**config.mk**
```make
export PLATFORM = sky130hd
export DESIGN_NAME = ctxid_bank
export DESIGN_NICKNAME = d
export VERILOG_FILES = /design/src/rtl/ctxid_pkg.sv /design/src/rtl/ctxid_perm.sv /design/src/rtl/ctxid_store.sv /design/src/rtl/ctxid_rsp_fsm.sv /design/src/rtl/ctxid_bank.sv
export SDC_FILE = /design/constraint.sdc
export NUM_CORES = 1
export LEC_CHECK = 0
export BUFFER_PORTS_ARGS = -buffer_cell sky130_fd_sc_hd__buf_4
export CAP_MARGIN = 10
export CORE_ASPECT_RATIO = 0.9
export CORE_MARGIN = 1.5
export CORE_UTILIZATION = 52
export DETAILED_ROUTE_END_ITERATION = 6
export GPL_TIMING_DRIVEN = 0
export PLACE_DENSITY = 0.75
export SLEW_MARGIN = 0
export SYNTH_ARGS = -nofsm -noshare
export SYNTH_HDL_FRONTEND = slang
export SYNTH_SLANG_ARGS = --single-unit
```
**constraint.sdc**
```tcl
create_clock -name clk -period 1.8 [get_ports clk]
set_input_delay 0.09 -clock clk [delete_from_list [all_inputs] [get_ports clk]]
set_output_delay 0.09 -clock clk [all_outputs]
set_load 0.05 [all_outputs]
```
**src/rtl/ctxid_pkg.sv**
```systemverilog
package ctxid_pkg;
    localparam int CTX_W  = 32;
    localparam int ASID_W = 8;

    typedef enum logic [1:0] {
        ST_IDLE  = 2'd0,
        ST_GRANT = 2'd1,
        ST_DENY  = 2'd2
    } rsp_state_e;

    typedef enum logic {
        TGT_CTXID = 1'b0,
        TGT_CHNUM = 1'b1
    } tgt_e;
endpackage

```
**src/rtl/ctxid_perm.sv**
```systemverilog
module ctxid_perm (
    input  logic is_secure,
    input  logic is_priv,
    input  logic ns_enable,
    output logic allow
);
    // Unprivileged: always refused. Secure privileged: always allowed.
    // Non-secure privileged: allowed only under the global enable.
    always_comb begin
        if (!is_priv)
            allow = 1'b0;
        else if (is_secure)
            allow = 1'b1;
        else
            allow = ns_enable;
    end
endmodule

```
**src/rtl/ctxid_store.sv**
```systemverilog
module ctxid_store #(
    parameter int N_CHAN = 4,
    parameter int SEL_W  = 4
) (
    input  logic                          clk,
    input  logic                          rst_n,
    input  logic                          wr_en,
    input  logic [SEL_W-1:0]              sel,
    input  logic [ctxid_pkg::CTX_W-1:0]   wr_data,
    input  logic [N_CHAN-1:0]             active,
    output logic [ctxid_pkg::CTX_W-1:0]   rd_data,
    output logic                          sel_hit,
    output logic                          sel_busy
);
    import ctxid_pkg::*;

    logic [CTX_W-1:0] ctx_q [N_CHAN];
    logic [N_CHAN-1:0] match;

    for (genvar g = 0; g < N_CHAN; g++) begin : g_chan
        assign match[g] = (sel == SEL_W'(g));

        always_ff @(posedge clk or negedge rst_n) begin
            if (!rst_n)
                ctx_q[g] <= '0;
            else if (wr_en && match[g] && !active[g])
                ctx_q[g] <= wr_data;
        end
    end

    always_comb begin
        rd_data  = '0;
        sel_busy = 1'b0;
        for (int i = 0; i < N_CHAN; i++) begin
            if (match[i]) begin
                rd_data  = ctx_q[i];
                sel_busy = active[i];
            end
        end
    end

    assign sel_hit = |match;
endmodule

```
**src/rtl/ctxid_rsp_fsm.sv**
```systemverilog
module ctxid_rsp_fsm (
    input  logic clk,
    input  logic rst_n,
    input  logic req_valid,
    input  logic req_allow,
    output logic rsp_valid,
    output logic rsp_fault
);
    import ctxid_pkg::*;

    rsp_state_e state_q, state_d;

    always_comb begin
        state_d = ST_IDLE;
        unique case (state_q)
            ST_IDLE, ST_GRANT, ST_DENY: begin
                if (!req_valid)     state_d = ST_IDLE;
                else if (req_allow) state_d = ST_GRANT;
                else                state_d = ST_DENY;
            end
            default: state_d = ST_IDLE;
        endcase
    end

    always_ff @(posedge clk or negedge rst_n) begin
        if (!rst_n) state_q <= ST_IDLE;
        else        state_q <= state_d;
    end

    always_comb begin
        rsp_valid = 1'b0;
        rsp_fault = 1'b0;
        unique case (state_q)
            ST_IDLE:  ;
            ST_GRANT: rsp_valid = 1'b1;
            ST_DENY:  begin
                rsp_valid = 1'b1;
                rsp_fault = 1'b1;
            end
            default:  ;
        endcase
    end
endmodule

```
**src/rtl/ctxid_bank.sv**
```systemverilog
module ctxid_bank #(
    parameter int N_CHAN = 4,
    parameter int SEL_W  = 4
) (
    input  logic                clk,
    input  logic                rst_n,
    input  logic                req_valid,
    input  logic                req_write,
    input  logic                req_tgt,
    input  logic                req_secure,
    input  logic                req_priv,
    input  logic [31:0]         req_wdata,
    input  logic                ns_dma_en,
    input  logic [N_CHAN-1:0]   chan_active,
    output logic                rsp_valid,
    output logic                rsp_fault,
    output logic [31:0]         rsp_rdata,
    output logic [7:0]          asid_out
);
    import ctxid_pkg::*;

    localparam int PAD_W = CTX_W - SEL_W;

    logic             allow;
    logic [SEL_W-1:0] chan_q;
    logic [CTX_W-1:0] cur_ctx;
    logic             cur_hit;
    logic             cur_busy;
    logic             ctx_wr;
    logic [CTX_W-1:0] rdata_d, rdata_q;
    logic             granted;

    ctxid_perm u_perm (
        .is_secure (req_secure),
        .is_priv   (req_priv),
        .ns_enable (ns_dma_en),
        .allow     (allow)
    );

    assign granted = req_valid && allow;
    assign ctx_wr  = granted && req_write && (req_tgt == TGT_CTXID) && cur_hit;

    ctxid_store #(.N_CHAN(N_CHAN), .SEL_W(SEL_W)) u_store (
        .clk      (clk),
        .rst_n    (rst_n),
        .wr_en    (ctx_wr),
        .sel      (chan_q),
        .wr_data  (req_wdata),
        .active   (chan_active),
        .rd_data  (cur_ctx),
        .sel_hit  (cur_hit),
        .sel_busy (cur_busy)
    );

    always_ff @(posedge clk or negedge rst_n) begin
        if (!rst_n)
            chan_q <= '0;
        else if (granted && req_write && (req_tgt == TGT_CHNUM))
            chan_q <= req_wdata[SEL_W-1:0];
    end

    always_comb begin
        rdata_d = '0;
        if (granted && !req_write) begin
            if (req_tgt == TGT_CHNUM) rdata_d = {{PAD_W{1'b0}}, chan_q};
            else                      rdata_d = cur_ctx;
        end
    end

    always_ff @(posedge clk or negedge rst_n) begin
        if (!rst_n) rdata_q <= '0;
        else        rdata_q <= rdata_d;
    end

    ctxid_rsp_fsm u_fsm (
        .clk       (clk),
        .rst_n     (rst_n),
        .req_valid (req_valid),
        .req_allow (allow),
        .rsp_valid (rsp_valid),
        .rsp_fault (rsp_fault)
    );

    assign rsp_rdata = rdata_q;
    assign asid_out  = cur_ctx[ASID_W-1:0];
endmodule

```
* Word-level counts from Yosys, hierarchy flattened
Index checks and enable logic that the tools add are counted.
** Word-level totals
- Register bits after elaboration :: 166
** Cells by class
- Eq/ne operators :: 5
- Multiplexer cells :: 13
- Bitwise gates (word level) :: 1
- Reductions and logical operators :: 24
** Operator list (number)
- 32-bit 2-to-1 mux :: 6
- 1-bit logical AND :: 14
- 4-bit by 2-bit == test with 1-bit output, second input constant :: 2
- 2-bit 2-to-1 mux :: 3
- 1-bit logical NOT :: 5
- 4-bit by 1-bit == test with 1-bit output, second input constant :: 1
- 4-bit logical NOT :: 1
- 1-bit 2-to-1 mux :: 4
- 4-bit OR reduction :: 1
- 3-bit OR reduction :: 1
- 2-bit by 1-bit == test with 1-bit output, second input constant :: 1
- 2-bit == test, second input constant :: 1
- 2-bit logical NOT :: 1
- 2-bit OR reduction :: 1
- 1-bit NOT :: 1

* Depth between registers and ports, before layout
Gate-level depths: netlist of run 1.
- Word-level depth :: 8
- Gate-level depth with buffers :: 6

* By module
A second synthesis of run 1 with hierarchy kept.
** Unflattened totals
- Cell total of the unflattened synthesis :: 450
- Area total of the unflattened synthesis :: 7529.7 sq um
** By module, submodules not included
- ctxid_store :: times used 1, cells each 355, area each 6164.7 sq um, sequential area each 3203.1 sq um
- ctxid_bank :: times used 1, cells each 86, area each 1253.7 sq um, sequential area each 900.9 sq um
- ctxid_rsp_fsm :: times used 1, cells each 8, area each 103.8 sq um, sequential area each 50.0 sq um
- ctxid_perm :: times used 1, cells each 1, area each 7.5 sq um, sequential area each 0.0 sq um

* Worst setup path after synthesis of run 1
Ideal clock, no wire load.
- Path kind :: register to output
- Start :: reg chan_q[1]
- End :: out asid_out[4]
- Data arrival time :: 2206 ps
- Data required time :: 1710 ps
- Path slack :: -496 ps
- Stages on the path, launching flop included :: 6
- Buffers on the path :: 2
- Cells stage by stage :: dfrtp_1 -> buf_2 -> buf_1 -> mux4_2 -> inv_1 -> nor3_1
** Between the ends
- Cells in the longest elaborated chain, start to end :: 5
- Elaborated cells on any way between the ends :: 8
- Classes of those cells :: eq/ne (3); mux (4); reduce/logical (1)
** Ends and longest elaborated chain
- start: declaration :: RTL line ctxid_bank.sv:25 : logic [SEL_W-1:0] chan_q;
- start signal: assignment :: RTL line ctxid_bank.sv:59 : chan_q <= req_wdata[SEL_W-1:0];
- 4-bit logical NOT :: RTL line ctxid_store.sv:21 : assign match[g] = (sel == SEL_W'(g));
- 32-bit 2-to-1 mux (3 in a row) :: RTL line ctxid_store.sv:35 : if (match[i]) begin
- 32-bit 2-to-1 mux (*) :: RTL line ctxid_store.sv:35
- end: declaration :: RTL line ctxid_bank.sv:18 : output logic [7:0] asid_out
Every way passes the cells marked *; elsewhere a longest branch is shown, timed or not.

* Worst setup path after layout of run 1
- Start :: reg chan_q[0]
- End :: out asid_out[0]
The elaborated chain is that of the path after synthesis.

==> impl_metrics.ini, run 1 <==
[outcome]
outcome = finished with violations
violations = negative setup slack

[run]
cap_violations = 0

[floorplan]
rows = 40
core_sq_um = 13500
die_area_sq_um = 14600
boundaryPins = 86
start_util = 0.536
die_h_um = 115
dieWidth_um = 127

[timing]
setup_violations = 72
tightestPinTransition_ns = 0.739
fin_ws_ns = -0.144
slew_headroom = 0.507
final_hold_viol_count = 0
grt_setup_unrepaired = true
setup_tns_ns = -6.53
fin_skew_ns = 0.00641
fmax_ghz = 0.514
fin_crit_sh = 1.08
drv_slew = 0
final.min_clock_period_ns = 1.94

[placed_design]
placed_cell_area_sq_um = 8160
io_buffer_count = 84
dp_hpwl_mm = 9.39
finalWeightedCongestion = 0.767

[finish]
drive_above_1_share = 0.561
nets = 654
multi_input_area_sq_um = 3070
design_area_sq_um = 9620
regArea_sq_um = 4160
diodes = 0
area_delta_synth_final_pct = 33.3
fill_cells = 853

[routing]
vias_per_cell = 5.46
finalWirelength_mm = 15.5
drc = 0
ant_nets = 0
drt-pass1-iter-count = 4
drt_iter0_markers = 189
routedWlPerCell_um = 19.7
vias = 4289

[logic_synthesis]
synth-seq-cells = 166
yosys_warnings = 0
synth-seq-area-share = 0.575
synth_fp_nets = 493
synth_area_per_cell_sq_um = 16.2
synth.cell_area_sq_um = 7220
synth_cell_types = 32
synth_cells = 447

[critical_path]
critPathKind = flop to primary output
worstPathMaxFanout = 9
start_kind = flop
regToRegSetupSlack_ns = -0.11
crit-reg2reg-launch = chan_q[2]
required_ns = 1.71
cp-endpoint = asid_out[0]
r2r-end = u_store.ctx_q[98]
arrival_ns = 1.85
startpoint = chan_q[0]
r2r_cells = 5
worstSetupEndpointType = primary output

[power]
switchingPower_w = 0.00239
p_leak_nw = 4.62
powerDensity_nw_per_um2 = 1000
ir_worst_vdd_uv = 738
intPower_w = 0.00725
p_seq_frac = 0.444
swShare = 0.248
power_frac_clock = 0.354
comb_power_share = 0.201

[cts]
clock-sinks = 166
clock_latency_ns = 0.42
cts-root-buf = clkbuf_16
path_clk_slew_ns = 0.06
cts_htree_levels = 4
numCtsBuffers = 17
cts.path.max_buffers = 2
cts_tree = done

[global_route]
gr-total-overflow = 0
grt.total_usage = 0.227
grt_pass1_vias = 4802
grt_max_degree = 89
grt_pass1_wl_mm = 25.1
grt_antenna_before_repair = 0

[worst_hold_path]
hold_path_class = primary input to flop
synthesized netlist by cell type:
master / count / area (sq um)
buf_1: 2 / 7.51
nor4_4: 1 / 21.3
nor4b_4: 1 / 23.8
nand3_1: 1 / 5.00
or3_1: 2 / 12.5
nand2_1: 3 / 11.3
mux2i_1: 7 / 70.1
clkbuf_1: 5 / 18.8
buf_2: 12 / 60.1
ha_1: 2 / 25.0
nor3b_1: 2 / 15.0
dfrtp_1: 166 / 4150
nor3_1: 8 / 40.0
nand4_1: 2 / 12.5
nor2b_1: 30 / 188
a311oi_1: 1 / 8.76
mux4_2: 28 / 631
o2111a_1: 1 / 11.3
and3b_1: 1 / 8.76
mux2_2: 93 / 1050
or4_1: 1 / 7.51
inv_1: 7 / 26.3
o211ai_1: 1 / 7.51
mux2_4: 40 / 601
buf_4: 1 / 7.51
o31a_1: 3 / 26.3
o2111ai_1: 1 / 8.76
or3_4: 1 / 11.3
buf_6: 7 / 78.8
or2_2: 4 / 25.0
o21ai_0: 1 / 5.00
nor2_1: 12 / 45.0
power groups by stage:
stage / logic, W / registers (W) / clock network, W
after floorplan: 0.00111 / 0.00428 / 0
after global placement: 0.00151 / 0.00428 / 0
after detailed placement: 0.00156 / 0.00431 / 0
after CTS: 0.00187 / 0.00427 / 0.00347
after global routing: 0.00208 / 0.00431 / 0.00363
final: 0.00194 / 0.00428 / 0.00341
area by class of cell:
cell class | instances | share of cell area
repair buffers | 143 | 0.133
multi-input cells | 247 | 0.319
well taps | 168 | 0.0218
plain buffers | 26 | 0.0337
clock buffers | 25 | 0.0525
inverters | 7 | 0.00273
flip-flops and latches | 166 | 0.432
clock inverters | 4 | 0.00468
state kept, by name, summed over array words and instances (netlist names):
register	cells
chan_q	4
rsp_rdata	32
u_fsm.state_q	2
u_store.ctx_q	128
worst min-delay path by stage:
stage                 start                end  slack (ns)  cells past startpoint
5_1_grt             req_tgt       rsp_rdata[0]        0.11                      4
4_1_cts             req_tgt       rsp_rdata[3]        0.06                      4
3_5_place_dp          rst_n      rsp_rdata[28]        0.18                      1
6_report          ns_dma_en   u_fsm.state_q[1]        0.08                      3
2_1_floorplan         rst_n          chan_q[0]       -0.21                      0
3_3_place_gp   req_wdata[6]  u_store.ctx_q[70]        0.35                      2
per-stage QoR:
stage               power, W  setup slack [ns]  hold slack [ns]  std cells   util
floorplan            0.00539           -0.0420           -0.206        447      -
global placement     0.00579            -0.263            0.346        699  0.604
detailed placement   0.00587            -0.258            0.181        700  0.606
CTS                  0.00961            -0.124           0.0638        778  0.705
global route          0.0100            -0.250            0.110        786  0.715
finish               0.00963            -0.144           0.0832        786  0.715
cell usage in the layout, fill, tap and decap left out, types with 2 or more instances in the layout:
cell / netlist / routed
dfrtp_1: 166 / 165
buf_4: 1 / 97
mux2_2: 93 / 72
mux2_4: 40 / 61
dlygate4sd3_1: 0 / 37
mux4_2: 28 / 28
nor2b_1: 30 / 27
clkbuf_16: 0 / 18
buf_6: 7 / 14
nor2_1: 12 / 9
buf_12: 0 / 8
clkbuf_8: 0 / 7
inv_2: 0 / 4
nor3_4: 0 / 4
mux2i_1: 7 / 4
nor3_1: 8 / 4
buf_8: 0 / 4
inv_1: 7 / 3
mux2i_4: 0 / 3
nor2_2: 0 / 3
or2_4: 0 / 3
nor2b_2: 0 / 3
o31a_1: 3 / 3
clkinv_2: 0 / 3
clkbuf_1: 5 / 3
or3_4: 1 / 2
clkbuf_4: 0 / 2
nand2_1: 3 / 2
nand4_1: 2 / 2
ha_1: 2 / 2
buf_16: 0 / 2
worst max-delay path, stage by stage (launching register included):
cell     delay [ns]
dfrtp_2        0.42
buf_12         0.16
buf_12         0.14
mux2i_1        0.19
nor2b_1        0.09
or2_4          0.27
buf_8          0.15
routing by layer:
layer / part of all wire / vias up / global-route usage / wire (um)
li1: - / 1930 / - / -
met3: 0.037 / 24 / 0.0558 / 571
met4: 0.018 / 0 / 0.0689 / 277
met2: 0.49 / 90 / 0.376 / 7670
met1: 0.45 / 2245 / 0.303 / 6980
met5: 0 / - / 0 / 0
kinds of logic (layout without fill, tap and decap cells):
logic type,Yosys count,count (layout),share of synthesized area
compound gates,8,8,0.00936
mux,168,168,0.325
fa+ha+maj,2,2,0.00347
buf+inv,34,205,0.0276
flops,166,166,0.575
simple gates,69,69,0.0591
timing repair:
item	in CTS	in global routing
endpoints found under the hold margin	216	0
buffers inserted	12	7
hold buffers	37	0
pin swaps	8	4
setup endpoints to repair	133	143
gates resized for setup	85	23
cloned	1	1
No activity file was read; power rests on OpenSTA's default activity.
==> run 2, diff against run 1 <==
--- a/config.mk
+++ b/config.mk
@@ -11,7 +11,6 @@
 export CORE_MARGIN = 1.5
 export CORE_UTILIZATION = 52
 export DETAILED_ROUTE_END_ITERATION = 6
-export GPL_TIMING_DRIVEN = 0
 export PLACE_DENSITY = 0.75
 export SLEW_MARGIN = 0
 export SYNTH_ARGS = -nofsm -noshare
==> impl_metrics.ini, run 2 (synthesis gave the netlist of run 1 again) <==
[global_route]
grt_max_degree = 61
grt.total_usage = 0.240
gr-total-overflow = 0
grt_antenna_before_repair = 0
grt_pass1_vias = 4735
grt_pass1_wl_mm = 26.2

[power]
powerDensity_nw_per_um2 = 996
p_leak_nw = 4.64
ir_worst_vdd_uv = 1070

[floorplan]
core_sq_um = 13500
dieWidth_um = 127
die_area_sq_um = 14600
start_util = 0.536
die_h_um = 115
boundaryPins = 86
rows = 40

[critical_path]
arrival_ns = 1.88
required_ns = 1.71
worstPathMaxFanout = 6
worstSetupEndpointType = primary output
critPathKind = flop to primary output
start_kind = flop

[cts]
cts-root-buf = clkbuf_16
numCtsBuffers = 17
clock_latency_ns = 0.42
cts_htree_levels = 4
cts_tree = done
cts.path.max_buffers = 2
clock-sinks = 166
path_clk_slew_ns = 0.06

[routing]
drc = 0
vias_per_cell = 5.55
vias = 4350
routedWlPerCell_um = 20.3
drt_iter0_markers = 215
drt-pass1-iter-count = 4
ant_nets = 0
finalWirelength_mm = 15.9

[timing]
hold_ws_ns = 0.0707
fin_ws_ns = -0.166
slew_headroom = 0.603
grt_setup_unrepaired = true
drv_slew = 0
tightestPinTransition_ns = 0.595
fin_crit_sh = 1.09
fin_skew_ns = 0.00618
setup_violations = 72
fmax_ghz = 0.509
final_hold_viol_count = 0
final.min_clock_period_ns = 1.97

[placed_design]
dp_hpwl_mm = 9.12
dpl.cell_count = 693
io_buffer_count = 85
finalWeightedCongestion = 0.763
placed_cell_area_sq_um = 8220

[worst_hold_path]
hold_path_class = primary input to flop

[outcome]
outcome = finished with violations
violations = negative setup slack

[finish]
diodes = 0
fin_cells = 784
regMostFlops = u_store.ctx_q
layout_commonest_cell = dfrtp_1
area_delta_synth_final_pct = 33.9
drive_above_1_share = 0.554
layout_common_cells = 164 x dfrtp_1, 95 x buf_4, 69 x mux2_2
design_area_sq_um = 9670
largest_reg_flops = 128
nets = 651

[run]
cap_violations = 0
==> run 2: metal layers <==
layer,vias up,global-route usage,part of all wire,wire length [um]
li1,1935,-,-,-
met1,2331,0.323,0.45,7190
met2,75,0.392,0.51,8070
met3,9,0.0614,0.036,571
met4,0,0.0720,0.0065,103
met5,-,0,0,0
==> run 2: path summary, 6_finish.rpt <==
check	start	endpoint	slack [ns]	cells past startpoint
setup / recovery	chan_q[0]	asid_out[7]	-0.17	5
hold / removal	ns_dma_en	u_fsm.state_q[0]	0.07	3
setup reg to reg	chan_q[2]	u_store.ctx_q[4]	-0.13	6
hold reg to reg	u_store.ctx_q[39]	u_store.ctx_q[39]	0.50	1
max in group asynchronous	rst_n	rsp_rdata[4]	0.86	3
min in group asynchronous	rst_n	rsp_rdata[27]	0.22	2
==> run 2: stage by stage <==
stage                      util  worst slack, ns  TNS (ns)  total power, W
after floorplan               -          -0.0420     -1.84         0.00539
after CTS                 0.715           -0.158     -6.68         0.00965
after global routing      0.718           -0.227    -10.46          0.0101
final                     0.718           -0.166     -6.24         0.00963
after global placement    0.611          -0.0919     -3.42         0.00585
after detailed placement  0.611           -0.131     -5.27         0.00591
==> run 2: layout make-up <==
class                      instances  area (sq um)
sequential                       166          4160
fill                             855          3800
multi-input combinational        247          3060
timing repair buffer             166          1670
clock buffer                      26           499
tap                              168           210
clock inverter                     4          45.0
inverter                           7          26.3
==> run 2: worst max-delay path, stage by stage, from the launching register on <==
cell,delay (ns)
dfrtp_2,0.47
buf_12,0.16
mux4_2,0.52
inv_2,0.10
nor3_4,0.04
buf_6,0.15
==> run 2: power breakdown <==
part           total (W)  internal, W  switching (W)
logic            0.00197      0.00113       0.000836
registers        0.00429      0.00408       0.000210
clock network    0.00338      0.00203        0.00135
total            0.00963      0.00724        0.00239
==> run 2: what timing repair did <==
action                     4_1_cts  5_1_grt
pin swaps                        3        4
buffers inserted                18        4
hold endpoints to repair       193        0
hold buffers                    36        0
setup endpoints to repair       72       95
gates cloned                     7        2
resized for setup               49       19
==> run 3, diff against run 2 <==
--- a/config.mk
+++ b/config.mk
@@ -5,13 +5,14 @@
 export SDC_FILE = /design/constraint.sdc
 export NUM_CORES = 1
 export LEC_CHECK = 0
+export ABC_AREA = 1
 export BUFFER_PORTS_ARGS = -buffer_cell sky130_fd_sc_hd__buf_4
 export CAP_MARGIN = 10
 export CORE_ASPECT_RATIO = 0.9
 export CORE_MARGIN = 1.5
-export CORE_UTILIZATION = 52
+export CORE_UTILIZATION = 53
 export DETAILED_ROUTE_END_ITERATION = 6
-export PLACE_DENSITY = 0.75
+export PLACE_DENSITY = 0.76
 export SLEW_MARGIN = 0
 export SYNTH_ARGS = -nofsm -noshare
 export SYNTH_HDL_FRONTEND = slang
==> impl_metrics.ini, run 3 <==
[critical_path]
crit_family = simple AND/OR/NAND/NOR gates
r2r_cells = 10
regToRegSetupSlack_ns = -0.06
cp_slowest_cell = dfrtp_1
worstSetupEndpointType = primary output
path_depth = 8
arrival_ns = 1.88
crit-reg2reg-launch = chan_q[3]
required_ns = 1.71
start_kind = flop
crit_chain = nor2_4 > buf_12 > buf_16 > nand3_1 > nand3_1 > nand2_2 > nand2_2 > buf_8
worstPathMaxFanout = 10
r2r-end = u_store.ctx_q[62]
critPathKind = flop to primary output
worst-path-buf-inv = 3
crit_path_max_incr_delay_ns = 0.43

[floorplan]
start_util = 0.540
core_sq_um = 14000
die_area_sq_um = 15000
dieWidth_um = 129
die_h_um = 116
boundaryPins = 86
rows = 41

[routing]
routedWlPerCell_um = 18.0
drt-pass1-iter-count = 5
drc = 0
vias = 7396
ant_nets = 0
vias_per_cell = 5.71
drt_iter0_markers = 877
finalWirelength_mm = 23.4

[cts]
cts_tree = done
clock_latency_ns = 0.44
clock-sinks = 166
path_clk_slew_ns = 0.06
numCtsBuffers = 17
cts_htree_levels = 4
cts.path.max_buffers = 2
cts-root-buf = clkbuf_16

[timing]
grt_setup_unrepaired = true
tightestPinTransition_ns = 0.372
fin_skew_ns = 0.0132
final_hold_viol_count = 0
fin_crit_sh = 1.10
drv_slew = 0
slew_headroom = 0.752
fmax_ghz = 0.507
setup_violations = 97
hold_ws_ns = 0.0200
final.min_clock_period_ns = 1.97
fin_ws_ns = -0.172

[finish]
drive_above_1_share = 0.224
layout_commonest_cell = nand2_1
area_delta_synth_final_pct = 36.0
fill_cells = 997
regArea_sq_um = 4160
diodes = 0
layout_common_cells = 318 x nand2_1, 200 x nand3_1, 164 x dfrtp_1
largest_reg_flops = 128
nets = 1135
regMostFlops = u_store.ctx_q
multi_input_area_sq_um = 3100

[power]
power_frac_clock = 0.347
powerDensity_nw_per_um2 = 1020
swShare = 0.319
p_leak_nw = 5.44
switchingPower_w = 0.00335
ir_worst_vdd_uv = 805
intPower_w = 0.00716
comb_power_share = 0.250
p_seq_frac = 0.403

[placed_design]
finalWeightedCongestion = 0.853
dp_hpwl_mm = 12.6
io_buffer_count = 85
place_ws_ns = 0.0478

[worst_hold_path]
hold_end = u_fsm.state_q[0]
hold_start = req_priv
hold_depth = 3
hold_path_class = primary input to flop

[global_route]
grt_pass1_vias = 6849
grt_antenna_before_repair = 0
grt_max_degree = 61
gr-total-overflow = 0
grt_pass1_wl_mm = 34.6
grt.total_usage = 0.304

[logic_synthesis]
synth_cell_types = 21
post-synth-top-count-cell = nand2_1
async_flop_share = 1.00
synth_edf_count = 0
synth_area_per_cell_sq_um = 8.12
synth_flop_cell = dfrtp_1
synth-seq-cells = 166
synthTopCellsByCount = 341 x nand2_1, 204 x nand3_1, 166 x dfrtp_1
synth-seq-area-share = 0.549
synth.cell_area_sq_um = 7560
synth_cells = 932
synth_top_area_frac = 0.549
synth.largest_area_cell = dfrtp_1
yosys_warnings = 0
synth_area_leaders = dfrtp_1 55%, nand2_1 17%, nand3_1 13%
synth_fp_nets = 978

[outcome]
violations = negative setup slack
outcome = finished with violations

[run]
cap_violations = 0
==> run 3: cell count changes in the layout (fill, tap and decap cells not counted), sizes merged, moves of 9 or more <==
cell / delta
o21ai: +13
mux2: -133
nand3: +203
nor2: +28
a21oi: +10
o211ai: +17
nand2: +338
nor3: +12
nand3b: +9
inv: +38
mux4: -28
buf: +30
nor2b: -30
==> run 3: final cells by class <==
cell class / instances / share of cell area
clock buffer: 19 / 0.0431
clock inverter: 13 / 0.0144
inverter: 42 / 0.0158
multi-input combinational: 660 / 0.301
sequential: 166 / 0.404
tap: 193 / 0.0235
timing repair buffer: 202 / 0.198
==> run 3: through the flow <==
step	total power, W	utilization	setup TNS, ns	instances	cell area (sq um)
after detailed placement	0.00630	0.615	0	1194	8610
after floorplan	0.00545	-	0	932	7560
after global routing	0.0109	0.734	-7.78	1295	10300
after CTS	0.0103	0.703	-0.583	1280	9840
after global placement	0.00627	0.615	0	1194	8610
final	0.0105	0.734	-2.96	1295	10300
==> run 3: what timing repair did <==
action	in CTS	in global routing
gates resized for setup	39	52
setup endpoints to repair	8	126
buffers inserted	15	8
pin swaps	3	16
hold endpoints to repair	300	0
gates cloned	2	8
hold buffers	37	0
==> run 3: power groups by stage <==
stage,combinational (W),clock [W],sequential (W)
floorplan,0.00119,0,0.00426
CTS,0.00240,0.00367,0.00422
detailed placement,0.00202,0,0.00428
finish,0.00262,0.00365,0.00424
global route,0.00281,0.00384,0.00427
global placement,0.00200,0,0.00427
==> run 3: how the worst max path moves through the flow <==
| stage | startpoint | endpoint | slack (ns) |
|---|---|---|---|
| 5_1_grt | chan_q[3] | asid_out[4] | -0.21 |
| 4_1_cts | chan_q[2] | asid_out[7] | -0.09 |
| 6_report | chan_q[3] | asid_out[7] | -0.17 |
| 2_1_floorplan | chan_q[1] | asid_out[4] | 0.17 |
| 3_5_place_dp | chan_q[3] | u_store.ctx_q[62] | 0.05 |
| 3_3_place_gp | chan_q[3] | u_store.ctx_q[8] | 0.13 |
==> run 3: layer usage <==
layer  track usage  up-vias  wire (um)  part of all wire
met1         0.413     3506       9330              0.40
met3        0.0637       76       2340              0.10
li1              -     3351          -                 -
met2         0.472      463      10900              0.47
met4         0.142        0        769             0.033
met5             0        -          0                 0
==> run 3: tightest hold or removal path, delay by kind of cell <==
family / cells / cell delay, ns
and+or+nand+nor: 2 / 0.22
buffers and inverters: 1 / 0.12
==> run 3: kinds of logic (layout without fill, tap and decap cells) <==
group,after synthesis,after routing,share of synthesized area
compound gates,42,42,0.0337
fa+ha+maj,2,2,0.00331
buf+inv,106,276,0.0607
flops,166,166,0.549
simple gates,616,616,0.353
